<file path="src/rtl/dsig_seq_pkg.sv">
package dsig_seq_pkg;

    localparam int CODE_W       = 4;
    localparam int NUM_SETTINGS = 10;
    localparam int SET_W        = 4;
    localparam int SLOW_SET     = NUM_SETTINGS - 1;

    typedef enum logic [1:0] {
        PH_CONV  = 2'd0,
        PH_SLEEP = 2'd1,
        PH_OUT   = 2'd2
    } phase_e;

    // Map a captured speed code onto a setting index.
    function automatic logic [SET_W-1:0] code_to_set(input logic [CODE_W-1:0] code);
        logic [SET_W-1:0] s;
        if (code == {CODE_W{1'b1}}) begin
            s = SET_W'(SLOW_SET);
        end else if (code < CODE_W'(NUM_SETTINGS)) begin
            s = SET_W'(code);
        end else begin
            s = '0;
        end
        return s;
    endfunction

endpackage

</file>
<file path="src/rtl/dsig_conv_timer.sv">
module dsig_conv_timer #(
    parameter int LEN_W   = 8,
    parameter int RST_LEN = 16
) (
    input  logic             clk,
    input  logic             rst_n,
    input  logic             load,
    input  logic [LEN_W-1:0] len,
    output logic             expired
);

    typedef struct packed {
        logic [LEN_W-1:0] cnt;
    } tmr_t;

    tmr_t st_d, st_q;

    always_comb begin
        st_d = st_q;
        if (load) begin
            st_d.cnt = len - LEN_W'(1);
        end else if (st_q.cnt != '0) begin
            st_d.cnt = st_q.cnt - LEN_W'(1);
        end
    end

    always_ff @(posedge clk or negedge rst_n) begin
        if (!rst_n) begin
            st_q.cnt <= LEN_W'(RST_LEN - 1);
        end else begin
            st_q <= st_d;
        end
    end

    assign expired = (st_q.cnt == '0);

endmodule

</file>
<file path="src/rtl/dsig_sck_unit.sv">
module dsig_sck_unit #(
    parameter int SCK_HALF    = 2,
    parameter int SYNC_STAGES = 2
) (
    input  logic clk,
    input  logic rst_n,
    input  logic active,
    input  logic int_mode,
    input  logic sck_in,
    output logic rise,
    output logic fall,
    output logic sck_out
);

    localparam int HALF_W = (SCK_HALF > 1) ? $clog2(SCK_HALF) : 1;

    typedef struct packed {
        logic [SYNC_STAGES-1:0] sync;
        logic                   prev;
        logic                   level;
        logic [HALF_W-1:0]      div;
    } sck_t;

    sck_t st_d, st_q;
    logic [SYNC_STAGES-1:0] sync_next;
    logic                   sync_out;

    generate
        if (SYNC_STAGES == 1) begin : g_sync_one
            assign sync_next = sck_in;
        end else begin : g_sync_chain
            assign sync_next = {st_q.sync[SYNC_STAGES-2:0], sck_in};
        end
    endgenerate

    assign sync_out = st_q.sync[SYNC_STAGES-1];

    logic div_end;
    logic gen_on;
    logic ext_rise, ext_fall;
    logic gen_rise, gen_fall;

    always_comb begin
        st_d      = st_q;
        st_d.sync = sync_next;
        st_d.prev = sync_out;

        gen_on  = active && int_mode;
        div_end = (st_q.div == HALF_W'(SCK_HALF - 1));

        if (gen_on) begin
            if (div_end) begin
                st_d.div   = '0;
                st_d.level = !st_q.level;
            end else begin
                st_d.div = st_q.div + HALF_W'(1);
            end
        end else begin
            st_d.div   = '0;
            st_d.level = 1'b0;
        end

        ext_rise = active && !int_mode && sync_out && !st_q.prev;
        ext_fall = active && !int_mode && !sync_out && st_q.prev;
        gen_rise = gen_on && div_end && !st_q.level;
        gen_fall = gen_on && div_end && st_q.level;

        rise = ext_rise || gen_rise;
        fall = ext_fall || gen_fall;
    end

    always_ff @(posedge clk or negedge rst_n) begin
        if (!rst_n) begin
            st_q <= '0;
        end else begin
            st_q <= st_d;
        end
    end

    assign sck_out = st_q.level && active && int_mode;

endmodule

</file>
<file path="src/rtl/dsig_shift_out.sv">
module dsig_shift_out
    import dsig_seq_pkg::*;
#(
    parameter int WORD_W = 32
) (
    input  logic              clk,
    input  logic              rst_n,
    input  logic              load,
    input  logic [WORD_W-2:0] sample,
    input  logic              rise,
    input  logic              fall,
    input  logic              sdi,
    output logic              sdo_bit,
    output logic              done,
    output logic [CODE_W-1:0] code,
    output logic              code_full
);

    localparam int CNT_W = $clog2(WORD_W + 1);

    typedef struct packed {
        logic [WORD_W-1:0] shreg;
        logic [CNT_W-1:0]  nrise;
        logic [CNT_W-1:0]  nfall;
        logic [CODE_W-1:0] code;
    } shf_t;

    shf_t st_d, st_q;

    always_comb begin
        st_d = st_q;
        if (load) begin
            st_d.shreg = {1'b0, sample};
            st_d.nrise = '0;
            st_d.nfall = '0;
            st_d.code  = '0;
        end else begin
            if (rise && (st_q.nrise != CNT_W'(WORD_W))) begin
                st_d.nrise = st_q.nrise + CNT_W'(1);
                if (st_q.nrise < CNT_W'(CODE_W)) begin
                    st_d.code = {st_q.code[CODE_W-2:0], sdi};
                end
            end
            if (fall && (st_q.nfall != CNT_W'(WORD_W))) begin
                st_d.shreg = {st_q.shreg[WORD_W-2:0], 1'b0};
                st_d.nfall = st_q.nfall + CNT_W'(1);
            end
        end
    end

    always_ff @(posedge clk or negedge rst_n) begin
        if (!rst_n) begin
            st_q <= '0;
        end else begin
            st_q <= st_d;
        end
    end

    assign sdo_bit   = st_q.shreg[WORD_W-1];
    assign done      = fall && !load && (st_q.nfall == CNT_W'(WORD_W - 1));
    assign code      = st_q.code;
    assign code_full = (st_q.nrise >= CNT_W'(CODE_W));

endmodule

</file>
<file path="src/rtl/dsig_seq_ctrl.sv">
module dsig_seq_ctrl
    import dsig_seq_pkg::*;
#(
    parameter int WORD_W      = 32,
    parameter int CONV_BASE   = 16,
    parameter int SCK_HALF    = 2,
    parameter int SYNC_STAGES = 2
) (
    input  logic              clk,
    input  logic              rst_n,
    input  logic              cs_n,
    input  logic              sdi,
    input  logic              ext_sel,
    input  logic              sck_in,
    output logic              sck_out,
    output logic              sck_oe,
    input  logic [WORD_W-2:0] sample,
    output logic              busy,
    output logic              sdo,
    output logic              sdo_oe
);

    localparam int LEN_W = $clog2(CONV_BASE * NUM_SETTINGS + 1);

    typedef struct packed {
        phase_e           phase;
        logic [SET_W-1:0] rate;
    } ctl_t;

    ctl_t st_d, st_q;

    logic              shift_load;
    logic              tmr_load;
    logic [LEN_W-1:0]  tmr_len;
    logic              tmr_expired;
    logic              rise, fall;
    logic              sdo_bit;
    logic              shift_done;
    logic [CODE_W-1:0] code;
    logic              code_full;
    logic [SET_W-1:0]  next_set;
    logic              in_out;
    phase_e            phase_w;

    assign in_out  = (st_q.phase == PH_OUT);
    assign phase_w = st_q.phase;

    always_comb begin
        st_d       = st_q;
        shift_load = 1'b0;
        tmr_load   = 1'b0;
        next_set   = code_full ? code_to_set(code) : st_q.rate;
        tmr_len    = LEN_W'(CONV_BASE) * (LEN_W'(next_set) + LEN_W'(1));

        case (st_q.phase)
            PH_CONV: begin
                if (tmr_expired) begin
                    st_d.phase = PH_SLEEP;
                end
            end
            PH_SLEEP: begin
                if (!cs_n) begin
                    st_d.phase = PH_OUT;
                    shift_load = 1'b1;
                end
            end
            PH_OUT: begin
                if (cs_n || shift_done) begin
                    st_d.phase = PH_CONV;
                    st_d.rate  = next_set;
                    tmr_load   = 1'b1;
                end
            end
            default: begin
                st_d.phase = PH_CONV;
            end
        endcase
    end

    always_ff @(posedge clk or negedge rst_n) begin
        if (!rst_n) begin
            st_q.phase <= PH_CONV;
            st_q.rate  <= '0;
        end else begin
            st_q <= st_d;
        end
    end

    dsig_conv_timer #(
        .LEN_W  (LEN_W),
        .RST_LEN(CONV_BASE)
    ) i_timer (
        .clk    (clk),
        .rst_n  (rst_n),
        .load   (tmr_load),
        .len    (tmr_len),
        .expired(tmr_expired)
    );

    dsig_sck_unit #(
        .SCK_HALF   (SCK_HALF),
        .SYNC_STAGES(SYNC_STAGES)
    ) i_sck (
        .clk     (clk),
        .rst_n   (rst_n),
        .active  (in_out),
        .int_mode(ext_sel),
        .sck_in  (sck_in),
        .rise    (rise),
        .fall    (fall),
        .sck_out (sck_out)
    );

    dsig_shift_out #(
        .WORD_W(WORD_W)
    ) i_shift (
        .clk      (clk),
        .rst_n    (rst_n),
        .load     (shift_load),
        .sample   (sample),
        .rise     (rise),
        .fall     (fall),
        .sdi      (sdi),
        .sdo_bit  (sdo_bit),
        .done     (shift_done),
        .code     (code),
        .code_full(code_full)
    );

    assign busy   = (st_q.phase == PH_CONV);
    assign sdo    = in_out ? sdo_bit : busy;
    assign sdo_oe = !cs_n;
    assign sck_oe = ext_sel;

endmodule

</file>
<file path="config.mk">
export PLATFORM = sky130hd
export DESIGN_NAME = dsig_seq_ctrl
export DESIGN_NICKNAME = d
export VERILOG_FILES = /design/src/rtl/dsig_seq_pkg.sv /design/src/rtl/dsig_conv_timer.sv /design/src/rtl/dsig_sck_unit.sv /design/src/rtl/dsig_shift_out.sv /design/src/rtl/dsig_seq_ctrl.sv
export SDC_FILE = /design/constraint.sdc
export NUM_CORES = 1
export LEC_CHECK = 0
export ABC_AREA = 1
export BUFFER_PORTS_ARGS = -buffer_cell sky130_fd_sc_hd__buf_4
export CELL_PAD_IN_SITES_DETAIL_PLACEMENT = 0
export CELL_PAD_IN_SITES_GLOBAL_PLACEMENT = 1
export CORE_UTILIZATION = 45
export CTS_CLUSTER_SIZE = 14
export DETAILED_ROUTE_END_ITERATION = 7
export PLACE_DENSITY_LB_ADDON = 0.1
export SETUP_SLACK_MARGIN = 0.2
export SYNTH_ARGS = -nofsm -noshare
export SYNTH_HDL_FRONTEND = slang
export SYNTH_SLANG_ARGS = --single-unit
</file>
<file path="constraint.sdc">
create_clock -name clk -period 4.5 [get_ports clk]
set_input_delay 0 -clock clk [delete_from_list [all_inputs] [get_ports clk]]
set_output_delay 0 -clock clk [all_outputs]
set_load 0.02 [all_outputs]
</file>
==> impl_metrics.ini <==
[layout]
antennaDiodeCount = 0
final_nets = 513
syn_to_final_growth_pct = 28.6
instances_no_fill = 570
drive_above_1_share_pct = 15.0

[die]
die_x_um = 87.7
dieArea_mm2 = 0.00770
rows = 30
chipHeight_um = 87.7
start_util_pct = 47.6
io_pins = 42
coreArea_mm2 = 0.00694

[sta]
fin_crit_sh_pct = 54.3
setup_tns_ns = 0
fmaxAchievable_ghz = 0.409
fin_skew_ns = 0.00693
hold_violations = 0
fin_crit_ns = 2.44
tightest_slew_ns = 0.835
rsz0062_at_grt = false
maxSlewHeadroom_pct = 44.3
slew_violations = 0
finalSetupViolations = 0

[setup_path]
max_stage_delay_ns = 0.64
r2r_setup_slack_ns = 2.06
path_common_cell = nand2_2
path_delay_family = simple AND/OR/NAND/NOR gates
end_kind = flop
critPathBufInv = 1
critical_path_class = flop to flop
critPathSlowestCell = nand2_2
crit_path_max_fanout = 34
worst_ep_arrival_time_ns = 2.63
critPathLaunchType = flop
worstPathRequired_ns = 4.68
worstPathCellList = inv_2 -> nor2_2 -> nand2_1 -> nor2_2 -> nand2_1 -> nand2_2 -> nand2_2 -> nand2_2 -> o221ai_1

[synthesis]
yosysSeqAreaShare_pct = 50.9
syn-cell-area_mm2 = 0.00331
synth_fp_nets = 437
yosys_register_bits = 67
synth_edf_count = 0
synth.largest_area_cell = dfrtp_1
synth_common_cells = nand2_1 (97), inv_1 (70), dfrtp_1 (63)
ys_async_sr_fraction_pct = 100
synth_cell_types = 31
yosysMostFrequentCell = nand2_1
syn_avg_cell_area_um2 = 8.41
ys_top_cells_by_area = dfrtp_1 (48%), nand2_1 (11%), inv_1 (7.9%)
synth.top_cell.area_share_pct = 47.7
yosys_warnings = 0
synthFlopType = dfrtp_1
synthCells = 393

[global_route]
overflow = 0
grt_pass1_wl_mm = 11.7
first_global_vias = 2675
track_usage_pct = 19.7
grt_max_degree = 68
antenna_found_initial = 0

[place]
routabilityCongestion = 0.761
dpl.hpwl_mm = 4.23
dpl.cell_count = 519
port_buffers = 41

[cts]
htreeDepth = 3
cts_tree = yes
cts_buffers = 9
insertion_delay_ns = 0.34
ctsHoldBuffers = 35
postCtsResizedCells = 0
post-cts-setup-buffer-count = 0
cts.sinks = 67
cts_root_buf = clkbuf_8
path_clk_slew_ns = 0.07
cts_buffer_depth = 2

[pwr]
p_per_area_mw_per_mm2 = 540
ir_drop_uv = 343
p_leak_nw = 2.07

[detailed_routing]
routed_wirelength_mm = 6.74
wl_per_cell_um = 11.8
ant_nets = 0
first_pass_iters = 4
vias_per_cell = 4.91
drt_iter0_markers = 148
drc = 0
vias = 2799

[hold_path]
hold_class = input port to flop

[status]
status = finished clean

[run]
cap_violations = 0
==> path summary, 6_finish.rpt <==
kind | cells past startpoint | endpoint | from
worst min-delay path | 3 | phase_w[0] | cs_n
worst min register to register | 0 | i_sck.st_d[2] | i_sck.st_d[4]
worst max register to register | 9 | i_shift.st_q[40] | phase_w[1]
max in group asynchronous | 2 | st_q[3] | rst_n
worst max-delay path | 9 | i_shift.st_q[40] | phase_w[1]
min in group asynchronous | 2 | i_shift.st_q[39] | rst_n
==> state kept, by name (all words and copies together), names as in the netlist <==
signal / flops
i_sck.div_end: 1
i_shift.sdo_bit: 1
i_shift.code: 4
st_q: 4
i_shift.st_q: 43
i_timer.st_q: 8
i_sck.st_d: 2
i_sck.st_q: 2
phase_w: 2
==> cell usage in the layout (no fill, tap or decap), types with 2 or more instances in the layout <==
cell	n
clkbuf_8	10
o211ai_1	3
dlygate4sd3_1	35
nand2_1	97
dfstp_2	4
nor2_1	22
o221ai_1	30
buf_4	42
ha_1	7
bufinv_16	2
nand4_1	4
inv_2	3
nor3_1	6
nand3b_1	2
dfrtp_1	63
nand2_2	4
o21ai_0	15
xor2_1	4
nor2_2	2
o21ai_1	5
a21oi_1	7
nand3_1	25
inv_1	70
==> worst register-to-register path: cells and delay by family (launching register included) <==
kind	cells	cell delay, ns
DFF	1	0.47
buffers and inverters	1	0.06
AOI/OAI and AO/OA	1	0.21
and+or+nand+nor	7	1.56
==> through the flow <==
stage | worst slack, ns | total power, mW | hold WS [ns] | utilization [%] | instance area [um2]
2_1_floorplan | 2.63 | 1.53 | -0.296 | - | 3310
3_3_place_gp | 2.15 | 1.70 | 0.109 | 53.0 | 3680
3_5_place_dp | 2.06 | 1.72 | 0.112 | 53.0 | 3680
4_1_cts | 2.05 | 2.32 | 0.00794 | 61.3 | 4250
5_1_grt | 1.79 | 2.49 | 0.0533 | 61.3 | 4250
6_report | 2.06 | 2.30 | 0.0212 | 61.3 | 4250
==> per-layer routing <==
metal  part of all wire [%]  wire, um  GRT usage (%)
met2                     45      3010           32.0
met5                      0         0              0
met4                    1.2        82           5.81
met1                     50      3370           25.8
met3                    4.1       279           5.37
==> logic make-up after synthesis <==
group           synth area share [%]
flops                           50.9
buf+inv                         10.4
xor+xnor                        1.32
fa+ha+maj                       2.65
compound gates                  13.3
simple gates                    21.4
==> where the power goes <==
group          internal (mW)  total [mW]  switching, mW
Clock                  0.330       0.561          0.231
Combinational          0.320       0.799          0.480
Sequential             0.837       0.937         0.0994
Total                   1.49        2.30          0.810
==> layout make-up <==
cell class | instances | area (um2)
Tap cell | 96 | 120
Timing Repair Buffer | 77 | 666
Sequential cell | 67 | 1680
Inverter | 73 | 274
Multi-Input combinational cell | 241 | 1290
Fill cell | 627 | 2690
Clock inverter | 5 | 85.1
Clock buffer | 11 | 141
Power figures use the tool's default switching activity.
